--- src/rtl/pwr_state_pkg.sv ---
package pwr_state_pkg;
  typedef enum logic [2:0] {
    PS_RUN    = 3'd0,
    PS_HALT   = 3'd1,
    PS_GRANT  = 3'd2,
    PS_SNOOP  = 3'd3,
    PS_SLEEP  = 3'd4,
    PS_DEEP   = 3'd5,
    PS_DEEPER = 3'd6,
    PS_RELOCK = 3'd7
  } pwr_state_e;

  localparam int EVT_W = 4;
endpackage

--- src/rtl/pwr_dwell_counter.sv ---
module pwr_dwell_counter #(
  parameter int LIMIT = 20
) (
  input  logic clk,
  input  logic rst_n,
  input  logic run,
  output logic done
);
  localparam int CW = (LIMIT > 1) ? $clog2(LIMIT) : 1;
  localparam logic [CW-1:0] LAST = CW'(LIMIT - 1);

  logic [CW-1:0] cnt_q;
  logic [CW-1:0] cnt_d;

  assign done = run && (cnt_q == LAST);

  always_comb begin
    if (!run || done) cnt_d = '0;
    else              cnt_d = cnt_q + 1'b1;
  end

  always_ff @(posedge clk or negedge rst_n) begin
    if (!rst_n) cnt_q <= '0;
    else        cnt_q <= cnt_d;
  end

  // each running, unfinished cycle advances the count by one
  a_r3_count_step: assert property (@(posedge clk) disable iff (!rst_n)
    (run && !done) |=> (cnt_q == $past(cnt_q) + 1'b1));
  a_r10_count_idle: assert property (@(posedge clk) disable iff (!rst_n)
    !run |=> (cnt_q == '0));
endmodule

--- src/rtl/pwr_event_latch.sv ---
module pwr_event_latch #(
  parameter int W = 4
) (
  input  logic         clk,
  input  logic         rst_n,
  input  logic         capture,
  input  logic         clear,
  input  logic [W-1:0] evt_in,
  output logic [W-1:0] latched
);
  logic [W-1:0] lat_d;

  always_comb begin
    if (clear)        lat_d = '0;
    else if (capture) lat_d = latched | evt_in;
    else              lat_d = latched;
  end

  always_ff @(posedge clk or negedge rst_n) begin
    if (!rst_n) latched <= '0;
    else        latched <= lat_d;
  end

  a_r6_hold_idle: assert property (@(posedge clk) disable iff (!rst_n)
    (!capture && !clear) |=> (latched == $past(latched)));
  a_r6_no_loss: assert property (@(posedge clk) disable iff (!rst_n)
    (capture && !clear) |=> ((latched & $past(evt_in)) == $past(evt_in)));
endmodule

--- src/rtl/pwr_order_monitor.sv ---
module pwr_order_monitor #(
  parameter int MIN_GAP = 10
) (
  input  logic clk,
  input  logic rst_n,
  input  logic slp_n,
  input  logic stpclk_n,
  output logic order_err
);
  localparam int GW = (MIN_GAP > 2) ? $clog2(MIN_GAP) : 1;
  localparam logic [GW-1:0] GAP_LAST = GW'(MIN_GAP - 1);

  logic          slp_q, stp_q, armed_q;
  logic [GW-1:0] gap_q;
  logic          slp_rise, stp_rise;

  assign slp_rise = slp_n & ~slp_q;
  assign stp_rise = stpclk_n & ~stp_q;

  always_ff @(posedge clk or negedge rst_n) begin
    if (!rst_n) begin
      slp_q     <= 1'b1;
      stp_q     <= 1'b1;
      armed_q   <= 1'b0;
      gap_q     <= '0;
      order_err <= 1'b0;
    end else begin
      slp_q <= slp_n;
      stp_q <= stpclk_n;
      if (slp_rise) begin
        armed_q <= !stp_rise;
        gap_q   <= '0;
        if (stp_rise) order_err <= 1'b1;
      end else if (armed_q) begin
        if (stp_rise && (gap_q < GAP_LAST)) order_err <= 1'b1;
        if (stp_rise || (gap_q == GAP_LAST)) armed_q <= 1'b0;
        else                                 gap_q   <= gap_q + 1'b1;
      end
    end
  end

  a_r13_sticky: assert property (@(posedge clk) disable iff (!rst_n)
    order_err |=> order_err);
endmodule

--- src/rtl/pwr_state_ctrl.sv ---
module pwr_state_ctrl
  import pwr_state_pkg::*;
#(
  parameter int GRANT_DLY = 20,
  parameter int CLK_MHZ   = 100,
  parameter int RELOCK_US = 30,
  parameter int MIN_GAP   = 10
) (
  input  logic             clk,
  input  logic             rst_n,
  input  logic             stpclk_n,
  input  logic             slp_n,
  input  logic             dpslp_n,
  input  logic             lowv_req,
  input  logic             halt_strobe,
  input  logic             snoop_start,
  input  logic             snoop_done,
  input  logic             core_reset,
  input  logic [EVT_W-1:0] evt_in,
  output logic [2:0]       state_code,
  output logic             core_clk_en,
  output logic             pending_break,
  output logic             psi,
  output logic [EVT_W-1:0] evt_latched,
  output logic             slp_req_err,
  output logic             order_err
);
  localparam int RELOCK_CYC = CLK_MHZ * RELOCK_US;

  pwr_state_e state_q, state_d;
  logic       halted_q, halted_d;
  logic       parent_grant_q, parent_grant_d;
  logic       slp_err_d;
  logic       grant_run, grant_done;
  logic       relock_run, relock_done;
  logic       wake, lat_capture, lat_clear;

  assign grant_run   = ((state_q == PS_RUN) || (state_q == PS_HALT)) && !stpclk_n;
  assign relock_run  = (state_q == PS_RELOCK);
  assign wake        = (|evt_in) || (|evt_latched);
  assign lat_capture = (state_q == PS_GRANT) || (state_q == PS_SNOOP);
  assign lat_clear   = (state_q == PS_RUN) || (core_reset && (state_q == PS_GRANT));

  pwr_dwell_counter #(.LIMIT(GRANT_DLY)) u_grant_dly (
    .clk(clk), .rst_n(rst_n), .run(grant_run), .done(grant_done));

  pwr_dwell_counter #(.LIMIT(RELOCK_CYC)) u_relock_dly (
    .clk(clk), .rst_n(rst_n), .run(relock_run), .done(relock_done));

  pwr_event_latch #(.W(EVT_W)) u_evt_latch (
    .clk(clk), .rst_n(rst_n), .capture(lat_capture), .clear(lat_clear),
    .evt_in(evt_in), .latched(evt_latched));

  pwr_order_monitor #(.MIN_GAP(MIN_GAP)) u_order_mon (
    .clk(clk), .rst_n(rst_n), .slp_n(slp_n), .stpclk_n(stpclk_n),
    .order_err(order_err));

  // next-state logic
  always_comb begin
    state_d = state_q;
    unique case (state_q)
      PS_RUN: begin
        if (core_reset)       state_d = PS_RUN;
        else if (grant_done)  state_d = PS_GRANT;
        else if (halt_strobe) state_d = PS_HALT;
      end
      PS_HALT: begin
        if (core_reset)       state_d = PS_RUN;
        else if (grant_done)  state_d = PS_GRANT;
        else if (wake)        state_d = PS_RUN;
        else if (snoop_start) state_d = PS_SNOOP;
      end
      PS_GRANT: begin
        if (stpclk_n)         state_d = (halted_q && !core_reset) ? PS_HALT : PS_RUN;
        else if (!slp_n)      state_d = PS_SLEEP;
        else if (snoop_start) state_d = PS_SNOOP;
      end
      PS_SNOOP: begin
        if (snoop_done)       state_d = parent_grant_q ? PS_GRANT : PS_HALT;
      end
      PS_SLEEP: begin
        if (core_reset)       state_d = PS_RUN;
        else if (slp_n)       state_d = PS_GRANT;
        else if (!dpslp_n)    state_d = PS_DEEP;
      end
      PS_DEEP: begin
        if (dpslp_n)          state_d = PS_RELOCK;
        else if (lowv_req)    state_d = PS_DEEPER;
      end
      PS_DEEPER: begin
        if (dpslp_n)          state_d = PS_RELOCK;
        else if (!lowv_req)   state_d = PS_DEEP;
      end
      PS_RELOCK: begin
        if (relock_done)      state_d = PS_SLEEP;
      end
      default:                state_d = PS_RUN;
    endcase
  end

  always_comb begin
    halted_d = halted_q;
    if (core_reset && (state_q == PS_RUN || state_q == PS_HALT ||
                       state_q == PS_GRANT || state_q == PS_SLEEP))
      halted_d = 1'b0;
    else if (state_q == PS_HALT)
      halted_d = 1'b1;
    else if (state_q == PS_RUN)
      halted_d = 1'b0;

    parent_grant_d = (state_q == PS_SNOOP) ? parent_grant_q : (state_q == PS_GRANT);

    slp_err_d = slp_req_err ||
                (!slp_n && (state_q == PS_RUN || state_q == PS_HALT || state_q == PS_SNOOP));
  end

  // state registers
  always_ff @(posedge clk or negedge rst_n) begin
    if (!rst_n) begin
      state_q        <= PS_RUN;
      halted_q       <= 1'b0;
      parent_grant_q <= 1'b0;
      slp_req_err    <= 1'b0;
    end else begin
      state_q        <= state_d;
      halted_q       <= halted_d;
      parent_grant_q <= parent_grant_d;
      slp_req_err    <= slp_err_d;
    end
  end

  assign state_code    = state_q;
  assign core_clk_en   = (state_q == PS_RUN);
  assign psi           = (state_q == PS_DEEP) || (state_q == PS_DEEPER);
  assign pending_break = (state_q == PS_GRANT) && (|evt_latched);

  a_r3_grant_entry: assert property (@(posedge clk) disable iff (!rst_n)
    ((state_q == PS_GRANT) && ($past(state_q) == PS_RUN || $past(state_q) == PS_HALT))
      |-> !$past(stpclk_n));
  a_r8_sleep_entry: assert property (@(posedge clk) disable iff (!rst_n)
    ((state_q == PS_SLEEP) && ($past(state_q) != PS_SLEEP))
      |-> ($past(state_q) == PS_GRANT || $past(state_q) == PS_RELOCK));
  a_r11_psi_rise: assert property (@(posedge clk) disable iff (!rst_n)
    $rose(psi) |-> ($past(state_q) == PS_SLEEP));
  a_r5_snoop_return: assert property (@(posedge clk) disable iff (!rst_n)
    ((state_q == PS_SNOOP) && snoop_done) |=> (state_q == PS_GRANT || state_q == PS_HALT));
  a_r12_grant_reset: assert property (@(posedge clk) disable iff (!rst_n)
    ((state_q == PS_GRANT) && core_reset && !stpclk_n && slp_n && !snoop_start)
      |=> ((state_q == PS_GRANT) && (evt_latched == '0)));
  a_r8_err_sticky: assert property (@(posedge clk) disable iff (!rst_n)
    slp_req_err |=> slp_req_err);
endmodule

--- config.mk ---
export PLATFORM = sky130hd
export DESIGN_NAME = pwr_state_ctrl
export DESIGN_NICKNAME = d
export VERILOG_FILES = /design/src/rtl/pwr_state_pkg.sv /design/src/rtl/pwr_dwell_counter.sv /design/src/rtl/pwr_event_latch.sv /design/src/rtl/pwr_order_monitor.sv /design/src/rtl/pwr_state_ctrl.sv
export SDC_FILE = /design/constraint.sdc
export NUM_CORES = 1
export LEC_CHECK = 0
export ABC_CLOCK_PERIOD_IN_PS = 3100
export BUFFER_PORTS_ARGS = -buffer_cell sky130_fd_sc_hd__buf_4
export CAP_MARGIN = 20
export CORE_MARGIN = 1
export CORE_UTILIZATION = 57
export CTS_BUF_LIST = sky130_fd_sc_hd__clkbuf_16
export CTS_CLUSTER_DIAMETER = 60
export DETAILED_ROUTE_END_ITERATION = 6
export PLACE_DENSITY = 0.91
export SETUP_SLACK_MARGIN = 0.1
export SLEW_MARGIN = 20
export SYNTH_ARGS = -nofsm -noshare
export SYNTH_HDL_FRONTEND = slang
export SYNTH_HIERARCHICAL = 1
export SYNTH_SLANG_ARGS = --single-unit
--- constraint.sdc ---
create_clock -name clk -period 3.1 [get_ports clk]
set_input_delay 0.31 -clock clk [delete_from_list [all_inputs] [get_ports clk]]
set_output_delay 0.31 -clock clk [all_outputs]
set_load 0.01 [all_outputs]
* Yosys cells after proc, flatten, opt, wreduce, memory -nomap -nowiden
Cells that the tools add are included.
Storage, ports and cells: output and inout port bits 12, register bits 35, bits of input ports 14, word-level logic and storage cells 114
Cells by class: muxes and demuxes 38, eq/ne operators 18, bitwise gates (word level) 5, add/subtract/negate cells 3, reduce and logical (&&, ||, !) cells 37, $lt $le $gt $ge 1
Operator list (number):
- $mux 3 | 18
- $pmux 3 s8 | 1
- $mux 4 | 5
- $add 12x1->12 const B | 1
- $eq 12x12->1 const B | 1
- $eq 3x3->1 const B | 4
- $logic_or 1x1->1 | 12
- $mux 12 | 1
- $mux 1 | 11
- $logic_and 1x1->1 | 9
- $reduce_or 4->1 | 2
- $eq 3x2->1 const B | 2
- $logic_not 1->1 | 6
- $ne 2x2->1 const B | 3
- $ne 3x3->1 const B | 2
- $reduce_and 6->1 | 1
- $reduce_bool 2->1 | 3
- $add 5x1->5 const B | 1
- $eq 5x5->1 const B | 1
- $mux 5 | 1
- $add 4x1->4 const B | 1
- $eq 4x4->1 const B | 1
- $lt 4x4->1 const B | 1
- $ne 4x3->1 const B | 1
- 11 further kinds | 13

* Logic depth before layout (Yosys ltp)
depth in word-level cells 7, depth in mapped cells 9, mapped depth without buffers 7

* Hierarchy
The synthesis kept the hierarchy.
By module, submodules not included:
- pwr_state_ctrl | cells each 79, area an instance 605.6 um^2, times used 1
- pwr_dwell_counter at u_relock_dly | cells each 59, area an instance 603.1 um^2, times used 1
- pwr_order_monitor | cells each 39, area an instance 402.9 um^2, times used 1
- pwr_dwell_counter at u_grant_dly | cells each 24, area an instance 264.0 um^2, times used 1
- pwr_event_latch | cells each 12, area an instance 135.1 um^2, times used 1

* Least setup slack after synthesis
Ideal clock, no wire load.
path type register to register, from reg state_q[2] (netlist: state_code[2]), to reg state_q[1] (netlist: state_code[1]), arrival time 2.481 ns, path buffers 2, slack 0.537 ns, setup time 0.082 ns, clock period less this slack 2.563 ns, stages on the path, launching flop included 9, cell sequence dfrtp_1 > clkbuf_1 > clkbuf_1 > nor3_1 > and2_1 > or4_4 > or3_4 > and3_4 > a31oi_1
On the way: word-level cells in the longest chain between the ends 7
Ends and longest elaborated chain:
- from (decl) | RTL line pwr_state_ctrl.sv:30 | pwr_state_e state_q, state_d;
- from (signal assigned) | RTL line pwr_state_ctrl.sv:125 | state_q <= state_d;
- $eq 3x1->1 or $logic_not 3->1 (tied branches) | RTL line pwr_state_ctrl.sv:38 | assign grant_run = ((state_q == PS_RUN) || (state_q == PS_HALT)) && !stpclk_n;
- $logic_or 1x1->1 * | RTL line pwr_state_ctrl.sv:38
- $logic_and 1x1->1 * | RTL line pwr_state_ctrl.sv:38
- via grant_run | RTL line pwr_state_ctrl.sv:34 | logic grant_run, grant_done;
- $logic_and 1x1->1 * | RTL line pwr_dwell_counter.sv:15 | assign done = run && (cnt_q == LAST);
- via grant_done | RTL line pwr_state_ctrl.sv:34
- $mux 3 (on tied branches) | RTL line pwr_state_ctrl.sv:69, pwr_state_ctrl.sv:64
- $mux 3 (on tied branches) | RTL line pwr_state_ctrl.sv:68, pwr_state_ctrl.sv:63
- $pmux 3 s8 | RTL line pwr_state_ctrl.sv:61 | unique case (state_q)
Mark *: on every way through the listed nets, which the timed path passes. The rest lies on a longest branch. A chain may end at the register's enable or synchronous reset.

* Worst setup path after layout
from reg u_grant_dly.cnt_q[0], to reg state_q[1] (netlist: state_code[1])
On the way: word-level cells in the longest chain between the ends 5
Ends and longest elaborated chain:
- from (decl) | RTL line pwr_dwell_counter.sv:12 | logic [CW-1:0] cnt_q;
- from (signal assigned) | RTL line pwr_dwell_counter.sv:24 | else cnt_q <= cnt_d;
- $eq 5x5->1 * | RTL line pwr_dwell_counter.sv:15
- $logic_and 1x1->1 * | RTL line pwr_dwell_counter.sv:15
- via grant_done | RTL line pwr_state_ctrl.sv:34
- $mux 3 (on tied branches) | RTL line pwr_state_ctrl.sv:69, pwr_state_ctrl.sv:64
- $mux 3 (on tied branches) | RTL line pwr_state_ctrl.sv:68, pwr_state_ctrl.sv:63
- $pmux 3 s8 | RTL line pwr_state_ctrl.sv:61
Marks and branches as above.

==> summary.md <==
| Metric | Value |
|---|---|
| Number of flops mapped to enable cells by yosys | 0 |
| Post-detailed-route via-to-cell ratio | ~6.0 |
| Sinks on the clock net | 35 |
| Floorplan row count | 21 |
| Number of distinct library cells after synthesis | 50 |
| Synth Warn # | 6 |
| DRC | 0 |
| Average routed wire per standard cell | around 15 um |
| Width of the chip | about 61 um |
| Max-slew violation count | 0 |
| Biggest fanout along the worst timing path | 5 |
| Worst rel slew slack | 56.0% |
| Data required time of the critical path | 3.30 ns |
| Number of max-capacitance violations reported | 0 |
| H-tree levels | 2 |
| Latest clock arrival within the worst-skew pair | 0.28 ns |
| Post-DP HPWL | 2.89 mm |
| Top library cells by usage in the layout, fill and taps aside | dfrtp_1 (33), buf_4 (28), nor2_1 (17) |
| Fin. Hold Viols | 0 |
| Antenna violations before repair | 0 |
| Fraction of final layout cells sized beyond drive strength 1 | between 20% and 30% |
| Number of instances resized during post-cts repair | 0 |
| Crit-path slowest cell | or4_4 |
| Setup repair after global routing missed its margin | no |
| Total Die Area | 3770 um^2 |
| Number of CTS-inserted buffers | 5 |
| Endpoint of the lowest-slack register-to-register path | state_code[1]$_DFFE_PN0P_ |
| Crit path capture type | flop |
| Worst-path clk slew | approximately 0.060 ns |
| Post-Syn Nets | 232 |
| Pin count of the biggest net entering global routing | 36 |
| Initial DRC Count | 150 |
| Global-route wire length before repair | around 7.3 mm |
| Flip-flop cell with the highest count after synthesis | dfrtp_1 |
| Power Internal | 1.26 mW |
| Synthesized area divided by synthesized cell count | 9.44 um^2 |
| Syn Std Cell Area | 2010 um^2 |
| Kind of launch point of the worst setup path | flop |
| Pin slew with the least headroom to its limit | between 0.6 and 0.7 ns |
| Setup slack after placement | around 0.74 ns |
| Worst hold slack | 0.183 ns |
| Worst supply voltage drop on vdd | approximately 560 uV |
| Number of cells on the worst reg-to-reg path | 7 |
| Launching point of the worst reg2reg path | u_grant_dly/cnt_q[0]$_DFF_PN0_ |
| Number of stages on the worst hold path | 1 |
| Cells after synthesis | 213 |
| Synth Register Bits | 35 |
| Smallest setup slack after layout | roughly 0.73 ns |
| Worst min-delay path class | in2reg |
| GRT Residual Overflow | 0 |
| CTS Root Buffer Type | clkbuf_16 |
| Highest attainable clock frequency | 422 MHz |
| Path type of the worst setup path | reg2reg |
| Status | finished, final reports clean |
| Cell class contributing the biggest share of worst-path delay | simple AND/OR/NAND/NOR gates |
| Setup slack of the most critical reg-to-reg path | ~0.73 ns |
| Clock share of power | 34.1% |
| Share of total power in combinational logic | 33.9% |
| Critical hold path startpoint | stpclk_n |
| Switching portion of total power | 32.9% |
| Pwr Density | 775 nW/um^2 |
| Area growth from synthesis to final layout | 21.0% |
| Accumulated negative setup slack | 0 ns |
| Antenna diode count | 0 |
| Share of flip-flops with an asynchronous set or reset | 100% |
| Ordered list of cells on the worst path | ha_1 > and3b_4 > and2_1 > or4_4 > or3_4 > and3_4 > a31oi_1 |
| Power spent charging and discharging nets | 0.620 mW |
| Worst path arrival time | 2.57 ns |
| Fillers | 248 |
| ANT nets after route | 0 |
| Worst clock skew | 0.00534 ns |
| Total routing resource utilization after global routing | 27.3% |
| Seq/Total Area, Yosys | between 40% and 50% |
| IO buf count | 25 |
| Buffer levels on the longest clock path | 2 |
| Number of detailed-routing iterations run before antenna repair | 5 |
| Final setup viols | 0 |
| Number of global-route vias before repair | 1647 |
| Hold endpoint | u_order_mon/stp_q$_DFF_PN1_ |
| Sequential share of power | 32.0% |
| Highest cell delay on the worst timing path | approximately 0.54 ns |
| Placeable Area | 3360 um^2 |
| Fraction of the core area covered by cells at the end of the flow | 72.3% |
| TritonCTS clock tree | built |
| Top Ports | 26 |
| Starting Density | 59.8% |
| Final wirelength | 4.41 mm |
| Final nets | 260 |
| Global placement routability congestion | 0.949 |
| Minimum period implied by the final worst setup slack | 2.37 ns |
| Final clock period utilization by the worst path | between 70% and 80% |
| Die outline height | 61.4 um |
| Leakage power of the design | 1.03 nW |
| Buf+Inv Stages, Crit Path | 0 |
| Total number of vias | 1724 |
| Most common cell after layout, fill and taps aside | dfrtp_1 |
-- routing by layer --
| metal | GRT usage (%) | share of wire (%) | vias up |
|---|---|---|---|
| met5 | 0 | 0 | - |
| met1 | 35.5 | 44 | 824 |
| met2 | 44.1 | 48 | 67 |
| met3 | 6.51 | 5.4 | 8 |
| met4 | 11.1 | 1.8 | 0 |
| li1 | - | - | 825 |
-- synth_stat cells (2+ instances only) --
master | n | area (um^2)
o31ai_1 | 4 | 30.0
xnor2_1 | 3 | 26.3
nand4b_1 | 3 | 26.3
and3_1 | 2 | 12.5
nor4b_1 | 2 | 17.5
dfstp_2 | 2 | 52.6
nand2b_1 | 6 | 37.5
nand4_1 | 4 | 25.0
nand3_1 | 9 | 45.0
a21oi_1 | 16 | 80.1
clkbuf_1 | 6 | 22.5
inv_1 | 11 | 41.3
o21a_1 | 3 | 22.5
nor3_1 | 6 | 30.0
nor3b_1 | 4 | 30.0
buf_6 | 2 | 22.5
a31oi_1 | 3 | 18.8
a31o_2 | 2 | 17.5
dfrtp_1 | 33 | 826
nor4_1 | 3 | 18.8
and2_1 | 2 | 12.5
ha_1 | 5 | 62.6
a21boi_0 | 2 | 15.0
or3_1 | 4 | 25.0
nor2b_1 | 4 | 25.0
nor2_1 | 17 | 63.8
or4_1 | 5 | 37.5
nand2_1 | 16 | 60.1
mux2i_1 | 4 | 40.0
o21ai_0 | 10 | 50.1
-- cell families (layout without fill, tap and decap cells) --
family | Yosys count | count (layout) | share of synthesized area (%)
adder cells (fa/ha/maj) | 5 | 5 | 3.11
XOR/XNOR | 4 | 4 | 1.74
AND/OR/NAND/NOR | 98 | 98 | 29.1
flip-flops | 35 | 35 | 43.7
buffers and inverters | 19 | 48 | 4.29
multiplexers | 4 | 4 | 1.99
AO/OA/AOI/OAI | 48 | 48 | 16.1
-- flip-flops by register name (all words and copies together), names as in the netlist, 3 cells and up --
| signal | count |
|---|---|
| u_relock_dly/cnt_q | 12 |
| u_order_mon/gap_q | 4 |
| u_grant_dly/cnt_q | 5 |
| state_code | 3 |
| u_evt_latch/latched | 4 |
-- per-stage QoR --
stage          cell area [um^2]  total power [mW]  cells
4_1_cts                    2430              1.89    288
5_1_grt                    2430              2.00    288
3_5_place_dp               2230              1.23    279
2_1_floorplan              2010              1.02    213
3_3_place_gp               2230              1.20    279
6_report                   2430              1.89    288
-- area by class of cell --
| type | count | area (um^2) | area share [%] |
|---|---|---|---|
| Timing Repair Buffer | 29 | 220 | 9.05 |
| Inverter | 11 | 41.3 | 1.70 |
| Clock inverter | 3 | 63.8 | 2.62 |
| Sequential cell | 35 | 878 | 36.1 |
| Tap cell | 46 | 57.6 | 2.37 |
| Clock buffer | 5 | 125 | 5.14 |
| Multi-Input combinational cell | 159 | 1050 | 43.0 |
-- timing repair --
item | in CTS | in global routing
hold buffers | 1 | 0
setup buffers | 0 | 0
endpoints found under the hold margin | 33 | 0
setup endpoints to repair | 0 | 0
-- power groups by stage --
| stage | combinational [mW] | sequential, mW | clock, mW |
|---|---|---|---|
| after floorplan | 0.399 | 0.625 | 0 |
| after global placement | 0.599 | 0.605 | 0 |
| after detailed placement | 0.616 | 0.610 | 0 |
| after CTS | 0.633 | 0.603 | 0.655 |
| after global routing | 0.714 | 0.610 | 0.673 |
| final | 0.639 | 0.603 | 0.643 |
-- how the worst max path moves through the flow --
stage	endpoint	from	cells past startpoint
after floorplan	state_code[1]$_DFFE_PN0P_	state_code[2]$_DFFE_PN0P_	8
after global placement	state_code[0]$_DFFE_PN0P_	u_grant_dly/cnt_q[0]$_DFF_PN0_	7
after detailed placement	state_code[1]$_DFFE_PN0P_	u_grant_dly/cnt_q[0]$_DFF_PN0_	7
after CTS	state_code[1]$_DFFE_PN0P_	u_grant_dly/cnt_q[0]$_DFF_PN0_	7
after global routing	state_code[1]$_DFFE_PN0P_	u_grant_dly/cnt_q[0]$_DFF_PN0_	7
final	state_code[1]$_DFFE_PN0P_	u_grant_dly/cnt_q[0]$_DFF_PN0_	7
(Power assumes the default switching activity.)
